## src/rtl/sqgen_pkg.sv

```systemverilog
`timescale 1ns/1ps
package sqgen_pkg;

    localparam int NUM_PRESETS = 10;
    localparam int SEL_W       = 4;

    typedef enum logic [1:0] {
        ST_IDLE = 2'd0,
        ST_LOW  = 2'd1,
        ST_HIGH = 2'd2
    } sq_state_e;

    // Preset frequency in hundredths of a hertz; codes above the last preset
    // fold onto it.
    function automatic longint centi_hz(int code);
        case ((code >= NUM_PRESETS) ? NUM_PRESETS - 1 : code)
            0:       return 64'd1;
            1:       return 64'd10;
            2:       return 64'd20;
            3:       return 64'd50;
            4:       return 64'd100;
            5:       return 64'd200;
            6:       return 64'd500;
            7:       return 64'd1000;
            8:       return 64'd5000;
            default: return 64'd10000;
        endcase
    endfunction

    // Cycles the two stages must span per half period (two cycles of strobe
    // pipeline are added back by the chain itself).
    function automatic longint chain_count(longint clk_hz, int code);
        return (clk_hz * 64'd50) / centi_hz(code) - 64'd2;
    endfunction

    function automatic longint pre_count(longint clk_hz, int w, int code);
        longint cap;
        cap = longint'(1) <<< w;
        return (chain_count(clk_hz, code) + cap - 64'd1) / cap;
    endfunction

    function automatic longint per_count(longint clk_hz, int w, int code);
        return chain_count(clk_hz, code) / pre_count(clk_hz, w, code);
    endfunction

endpackage

```

## src/rtl/sqgen_stage.sv

```systemverilog
`timescale 1ns/1ps
// One down-counting divider stage. Counts on enabled cycles, reloads from the
// value captured at the last load, and registers its carry strobe.
module sqgen_stage #(
    parameter int W = 16
) (
    input  logic         clk_i,
    input  logic         rst_ni,
    input  logic         run_i,
    input  logic         cnt_en_i,
    input  logic         load_i,
    input  logic [W-1:0] reload_i,
    output logic         stb_o
);

    logic [W-1:0] cnt_q;
    logic [W-1:0] keep_q;
    logic         stb_q;

    always_ff @(posedge clk_i or negedge rst_ni) begin
        if (!rst_ni) begin
            cnt_q  <= '0;
            keep_q <= '0;
            stb_q  <= 1'b0;
        end else if (run_i) begin
            if (load_i) begin
                cnt_q  <= reload_i;
                keep_q <= reload_i;
                stb_q  <= 1'b0;
            end else if (cnt_en_i) begin
                if (cnt_q == '0) begin
                    cnt_q <= keep_q;
                    stb_q <= 1'b1;
                end else begin
                    cnt_q <= cnt_q - W'(1);
                    stb_q <= 1'b0;
                end
            end else begin
                stb_q <= 1'b0;
            end
        end
    end

    assign stb_o = stb_q;

endmodule

```

## src/rtl/sqgen_divtab.sv

```systemverilog
`timescale 1ns/1ps
// Per-code reload values (divisor minus one), computed at elaboration.
module sqgen_divtab
    import sqgen_pkg::*;
#(
    parameter longint CLK_HZ  = 48_000_000,
    parameter int     STAGE_W = 16
) (
    input  logic [SEL_W-1:0]   sel_i,
    output logic [STAGE_W-1:0] pre_o,
    output logic [STAGE_W-1:0] per_o
);

    localparam int NCODES = 1 << SEL_W;

    logic [STAGE_W-1:0] pre_tab [NCODES];
    logic [STAGE_W-1:0] per_tab [NCODES];

    for (genvar g = 0; g < NCODES; g++) begin : g_code
        assign pre_tab[g] = STAGE_W'(pre_count(CLK_HZ, STAGE_W, g) - 64'd1);
        assign per_tab[g] = STAGE_W'(per_count(CLK_HZ, STAGE_W, g) - 64'd1);
    end

    assign pre_o = pre_tab[sel_i];
    assign per_o = per_tab[sel_i];

endmodule

```

## src/rtl/sqgen_toggle.sv

```systemverilog
`timescale 1ns/1ps
// Final stage: half-period state machine giving the 50% duty output.
module sqgen_toggle
    import sqgen_pkg::*;
(
    input  logic clk_i,
    input  logic rst_ni,
    input  logic run_i,
    input  logic stb_i,
    output logic load_o,
    output logic sq_o,
    output logic tc_o
);

    sq_state_e state_q, state_d;
    logic      tc_q;

    always_ff @(posedge clk_i or negedge rst_ni) begin
        if (!rst_ni) begin
            state_q <= ST_IDLE;
        end else begin
            state_q <= state_d;
        end
    end

    always_comb begin
        state_d = state_q;
        unique case (state_q)
            ST_IDLE: if (run_i)          state_d = ST_LOW;
            ST_LOW:  if (run_i && stb_i) state_d = ST_HIGH;
            ST_HIGH: if (run_i && stb_i) state_d = ST_LOW;
            default:                     state_d = ST_IDLE;
        endcase
    end

    always_ff @(posedge clk_i or negedge rst_ni) begin
        if (!rst_ni) begin
            tc_q <= 1'b0;
        end else begin
            tc_q <= run_i && stb_i && (state_q != ST_IDLE);
        end
    end

    assign load_o = run_i && ((state_q == ST_IDLE) || stb_i);
    assign sq_o   = (state_q == ST_HIGH);
    assign tc_o   = tc_q;

endmodule

```

## src/rtl/sqgen_top.sv

```systemverilog
`timescale 1ns/1ps
module sqgen_top
    import sqgen_pkg::*;
#(
    parameter longint CLK_HZ  = 48_000_000,
    parameter int     STAGE_W = 16
) (
    input  logic             clk_i,
    input  logic             rst_ni,
    input  logic             en_i,
    input  logic [SEL_W-1:0] sel_i,
    output logic             sq_o,
    output logic             tc_o
);

    localparam int NSTG = 2;

    logic [STAGE_W-1:0] ld_val [NSTG];
    logic [NSTG:0]      stb_chain;
    logic               load;

    assign stb_chain[0] = 1'b1;

    sqgen_divtab #(
        .CLK_HZ  (CLK_HZ),
        .STAGE_W (STAGE_W)
    ) u_tab (
        .sel_i (sel_i),
        .pre_o (ld_val[0]),
        .per_o (ld_val[1])
    );

    for (genvar g = 0; g < NSTG; g++) begin : g_stage
        sqgen_stage #(
            .W (STAGE_W)
        ) u_stage (
            .clk_i    (clk_i),
            .rst_ni   (rst_ni),
            .run_i    (en_i),
            .cnt_en_i (stb_chain[g]),
            .load_i   (load),
            .reload_i (ld_val[g]),
            .stb_o    (stb_chain[g+1])
        );
    end

    sqgen_toggle u_fsm (
        .clk_i  (clk_i),
        .rst_ni (rst_ni),
        .run_i  (en_i),
        .stb_i  (stb_chain[NSTG]),
        .load_o (load),
        .sq_o   (sq_o),
        .tc_o   (tc_o)
    );

endmodule

```

## config.mk

```make
export PLATFORM = sky130hd
export DESIGN_NAME = sqgen_top
export DESIGN_NICKNAME = d
export VERILOG_FILES = /design/src/rtl/sqgen_pkg.sv /design/src/rtl/sqgen_stage.sv /design/src/rtl/sqgen_divtab.sv /design/src/rtl/sqgen_toggle.sv /design/src/rtl/sqgen_top.sv
export SDC_FILE = /design/constraint.sdc
export NUM_CORES = 1
export LEC_CHECK = 0
export BUFFER_PORTS_ARGS = -buffer_cell sky130_fd_sc_hd__buf_4
export CORE_AREA = 3 3 92 94
export DETAILED_ROUTE_END_ITERATION = 16
export DIE_AREA = 0 0 95 97
export GPL_TIMING_DRIVEN = 0
export PLACE_DENSITY_LB_ADDON = 0.2
export SLEW_MARGIN = 20
export SYNTH_ARGS = -nofsm -noshare
export SYNTH_HDL_FRONTEND = slang
export SYNTH_SLANG_ARGS = --single-unit
```

## constraint.sdc

```tcl
create_clock -name clk_i -period 4.4 [get_ports clk_i]
set_input_delay 0.66 -clock clk_i [delete_from_list [all_inputs] [get_ports clk_i]]
set_output_delay 0.66 -clock clk_i [all_outputs]
set_load 0.05 [all_outputs]
```

# After elaboration in Yosys (flattened, before gate mapping)
# Memory sizes are Yosys's and may differ from the RTL's.
# Cells that the tools add are included.
# word_totals
ff_bits	69
rom_bits	512
in_bits	7
out_inout_bits	2
elab_cells	49
mem_count	2
# op_classes
n_addsub	2
order_cmp	1
eq_ne	5
n_mux	18
bitwise_logic	1
reduce_logical	12
# memory_table
memory	depth	width	rd	rd_clocked_by_memory_dff	write_ports	line	rtl
(no name shown)	16	16	1	0	0	sqgen_divtab.sv:24	assign pre_o = pre_tab[sel_i];
(no name shown)	16	16	1	0	0	sqgen_divtab.sv:25	assign per_o = per_tab[sel_i];
# ops
cell	n
2-to-1 mux 16 bit	9
zero test 16 bit	2
subtractor 16 x 1 -> 16 bit, second input constant	2
2-to-1 mux 2 bit	3
case mux 2 bit (3 select lines)	1
>= comparator 5 bit, second input constant	1
2-to-1 mux 1 bit	5
NOT 4 -> 5 bit	1
inequality test 2 x 1 -> 1 bit, second input constant	2
AND reduction 2 bit	2
nonzero test 2 bit	2
logical AND 1 bit	3
AND reduction 3 bit	1
equality test 2 x 1 -> 1 bit, second input constant	1
equality test 2 bit, second input constant	1
zero test 2 bit	1
inequality test 2 bit, second input constant	1
logical OR 1 bit	1

# Longest topological paths before layout
# logic_depth
depth_word	5
depth_mapped	8
ltp_nobuf	7

# Modules after synthesis
# A second synthesis with hierarchy kept.
# hier_totals
hier_cells	526
hier_area_um2	4444.3
# modules_own_cells
mod	instances	cells_per_inst	area_per_inst_um2
sqgen_stage (g_stage[1].u_stage)	1	229	1973.1
sqgen_stage (g_stage[0].u_stage)	1	219	1910.6
sqgen_divtab	1	63	410.4
sqgen_toggle	1	14	146.4
sqgen_top	1	1	3.8

# Least setup slack after synthesis
# OpenSTA, ideal clock, no wires.
# synth_path
kind	reg2reg
from	reg g_stage[0].u_stage.cnt_q[0]
to	reg g_stage[0].u_stage.cnt_q[4]
setup_time_ns	0.126
t_arrival_ns	1.935
setup_slack_ns	2.338
stages_incl_launch_ff	8
n_path_buf	1
period_less_slack_ns	2.062
path_cell_list	dfrtp_1 -> inv_1 -> ha_1 -> nor3b_1 -> and4_1 -> buf_2 -> a21oi_2 -> a311o_1
# synth_via
elab_chain_len	3
# synth_rtl
element	line	rtl
start, declared	sqgen_stage.sv:16	logic [W-1:0] cnt_q;
start signal, assigned	sqgen_stage.sv:27	cnt_q <= reload_i;
start signal, assigned	sqgen_stage.sv:32	cnt_q <= keep_q;
start signal, assigned	sqgen_stage.sv:35	cnt_q <= cnt_q - W'(1);
subtractor 16 x 1 -> 16 bit / zero test 16 bit (equally long branches)	sqgen_stage.sv:35, sqgen_stage.sv:31	
2-to-1 mux 16 bit (*)	sqgen_stage.sv:31	if (cnt_q == '0) begin
2-to-1 mux 16 bit (*)	sqgen_stage.sv:26	if (load_i) begin
# Mark *: on every way between the ends. The rest lies on a longest branch, timed or not.
# A chain may end at the register's enable or synchronous reset.

# Worst setup path in the final report
# layout_path
from	reg g_stage[0].u_stage.cnt_q[0]
to	reg g_stage[0].u_stage.cnt_q[7]
# The elaborated chain is that of the path after synthesis.

==> summary.txt <==
Setup path
  – Slowest cell delay on critical path: 0.70 ns
  – Kind of start point of the critical path: flop
  – Required time of the critical path: 4.64 ns
  – Startpoint of the worst register-to-register path: g_stage[0].u_stage.cnt_q[0]$_DFFE_PN0P_
  – Crit Path Class: reg -> reg
  – CP cell instances: inv_1 > ha_1 > nor3b_1 > nand4_1 > o21ai_1 > o21ai_0 > a211o_1
  – Reg2reg setup slack: 1.72 ns
  – Crit Reg-Reg Endpoint: g_stage[0].u_stage.cnt_q[7]$_DFFE_PN0P_
  – CP Max Fanout: 7
  – Slowest-stage cell, CP: nor3b_1
  – Critical Path End Type: flop
  – Reg2Reg Depth: 7
  – Worst EP arrival: 2.92 ns

STA
  – Slew Limit Fails: 0
  – Slew @ Worst Pin: 0.843 ns
  – Fin crit period: 2.68 ns
  – Fin crit share: 61.0%
  – Final setup viols: 0
  – RSZ-0062 raised after global routing: no
  – Setup ws final: 1.72 ns
  – Setup total negative slack: 0 ns
  – Clk_skew: 0.0103 ns
  – Slew margin rel.: 43.3%
  – FMAX: 373 MHz
  – Final Hold Violating Endpoints: 0

Route
  – Vias per Instance: 6.11
  – Starting DRT DRC Count: 288
  – Met3 WL: 502 um
  – Wire length per cell: 17.9 um
  – M1 WL: 4.53 mm
  – Max layer used: met4
  – Metal2 WL: 3.90 mm
  – Total Routed Length: 9.05 mm
  – Post-detailed-route count of antenna-violating nets: 0
  – Vias post-DR: 3097
  – Drt pass-1 iters: 5
  – DRC: 0

Global route
  – Number of global-route vias before repair: 2863
  – First-pass GRT wire length: 15.2 mm
  – Largest net degree at the start of global routing: 61
  – Total GRT Usage: 21.0%
  – Initial antenna violation count: 0
  – Grt ovf: 0

Floorplanning
  – Die area: 9220 um^2
  – Die Wd: 95 um
  – Placeable Area: 7730 um^2
  – Starting Density: 44.7%
  – Die H: 97 um
  – Row count: 32
  – Number of I/O pins: 9

Clock tree
  – Clock Tree Buf Depth: 2
  – TritonCTS clock tree: built
  – Cts repair resizes: 0
  – Sink Count: 60
  – # H-tree levels: 3
  – CTS Buf Count: 9
  – Clock transition at the registers of the reported paths: 0.08 ns
  – # Post-CTS Setup Buffers: 0
  – Post-CTS Hold Fix Bufs: 0
  – Root Driver: clkbuf_8
  – Worst skew pair latency: 0.35 ns

Placed design
  – Number of I/O port buffers: 7
  – GPL Wtd Cong: 0.884
  – Dpl ws: 1.80 ns
  – Post-DP HPWL: 6.35 mm

Min path
  – Worst hold path class: in -> async

Logic synthesis
  – Syn Nets: 398
  – FFs w/ async S/R, synth: 100%
  – Synthesized cell area: 3450 um^2
  – Synth Instances: 382
  – Syn_area_per_cell: 9.03 um^2
  – Post-synthesis cell type count: 66
  – Synthesis warning total: 0
  – Yosys top cell area share: 43.5%
  – Area leader, netlist: dfrtp_1
  – Post-synth top flop: dfrtp_1
  – Synth area leaders: dfrtp_1 44%, nand2_1 5.2%, o21ai_0 5.1%
  – EDFF count, synth: 0
  – #FFs+latches synth: 60
  – Sequential area share after synthesis: 43.5%

Power
  – Gate power share: 22.5%
  – Total power: 1.69 mW
  – Leak pwr: 1.64 nW
  – Clock power share: 32.4%
  – Max VDD drop: 156 uV
  – P_sw: 0.558 mW
  – Pwr Density: 438 nW/um^2
  – Sw Ratio: 33.0%
  – Pint: 1.13 mW
  – Seq pwr share: 45.1%

Finish
  – ANT cells: 0
  – Commonest non-fill, non-tap cells in the layout: 60 x dfrtp_1, 48 x nand2_1, 35 x o21ai_0
  – Commonest non-fill, non-tap cell in the layout: dfrtp_1
  – Nets: 416
  – Area delta synth->final: 11.6%
  – Fillcell total: 736
  – Share of layout cells above drive strength 1: 11.6%

Flow run
  – Max-Cap Viols: 0

Run status
  – Status: complete, no violations
synthesized netlist by cell type (4+ instances only):
cell      instances
ha_1              9
xnor2_1           7
buf_2             4
o211ai_1          6
dfrtp_1          60
nand3_1          12
o221ai_1          4
inv_1            13
o21ai_0          35
o22a_1            5
nor2b_1           4
nor2_1           27
o31ai_1           5
nand2_1          48
nand4_1           4
a31oi_1          15
a21oi_1          21
or4_1             5
nor4_1            5
nor3_1            9
a21o_1            7
clkbuf_1          9
state kept, by name (all words and copies together) (netlist names):
| signal | flops |
|---|---|
| g_stage.u_stage.stb_o | 2 |
| u_fsm.tc_o | 1 |
| u_fsm.state_q | 2 |
| g_stage.u_stage.cnt_q | 32 |
| g_stage.u_stage.keep_q | 23 |
final cells by class:
class / instances / area [um^2] / share of cell area [%]
Buffer: 14 / 65.1 / 1.69
Clock buffer: 13 / 179 / 4.64
Clock inverter: 3 / 42.5 / 1.10
Inverter: 14 / 52.6 / 1.36
Multi-Input combinational cell: 294 / 1830 / 47.5
Sequential cell: 60 / 1500 / 39.0
Tap cell: 102 / 128 / 3.31
Timing Repair Buffer: 7 / 52.6 / 1.36
power groups by stage:
stage / registers, mW / clock network (mW) / logic, mW
floorplan: 0.740 / 0 / 0.295
global placement: 0.764 / 0 / 0.367
detailed placement: 0.767 / 0 / 0.376
CTS: 0.758 / 0.552 / 0.377
global route: 0.780 / 0.582 / 0.430
finish: 0.762 / 0.547 / 0.381
cell families (layout without fill, tap and decap cells):
logic type	after synthesis	count (layout)	share of synthesized area, %
buffers and inverters	28	51	3.41
muxes	3	3	0.870
DFF	60	60	43.5
xor gates and xnor gates	7	7	1.78
and+or+nand+nor	140	140	21.2
adders and majority gates	9	9	3.26
AOI/OAI and AO/OA	135	135	26.0
critical path: cells and delay by family, from the launching register on:
kind | cells | cell delay (ns)
compound gates | 3 | 0.76
fa+ha+maj | 1 | 0.21
buf+inv | 1 | 0.11
flops | 1 | 0.40
simple gates | 2 | 1.08
per-layer routing:
metal  vias to the layer above  track usage [%]
met5                         -                0
met4                         0             6.88
met3                        11             3.65
met2                       109             28.3
met1                      1513             33.7
li1                       1464                -
worst max path at each step:
stage                                       startpoint  cells after the start                                  endpoint  slack (ns)
2_1_floorplan  g_stage[0].u_stage.cnt_q[0]$_DFFE_PN0P_                      7   g_stage[0].u_stage.cnt_q[4]$_DFFE_PN0P_        2.34
3_3_place_gp                                      en_i                      6  g_stage[0].u_stage.cnt_q[14]$_DFFE_PN0P_        1.78
3_5_place_dp                                      en_i                      6  g_stage[0].u_stage.cnt_q[14]$_DFFE_PN0P_        1.80
4_1_cts        g_stage[0].u_stage.cnt_q[0]$_DFFE_PN0P_                      7   g_stage[0].u_stage.cnt_q[7]$_DFFE_PN0P_        1.81
5_1_grt        g_stage[0].u_stage.cnt_q[0]$_DFFE_PN0P_                      7   g_stage[0].u_stage.cnt_q[7]$_DFFE_PN0P_        1.61
6_report       g_stage[0].u_stage.cnt_q[0]$_DFFE_PN0P_                      7   g_stage[0].u_stage.cnt_q[7]$_DFFE_PN0P_        1.72
metrics by stage:
step                      area (um^2)  hold slack, ns  instances  utilization (%)
after CTS                        3850           0.412        507             49.9
after detailed placement         3630           0.457        491             47.0
after global routing             3850           0.445        507             49.9
final                            3850           0.386        507             49.9
after floorplan                  3450           0.364        382                -
after global placement           3630           0.456        491             47.0
Note: power is estimated with default switching activity, not from simulation.
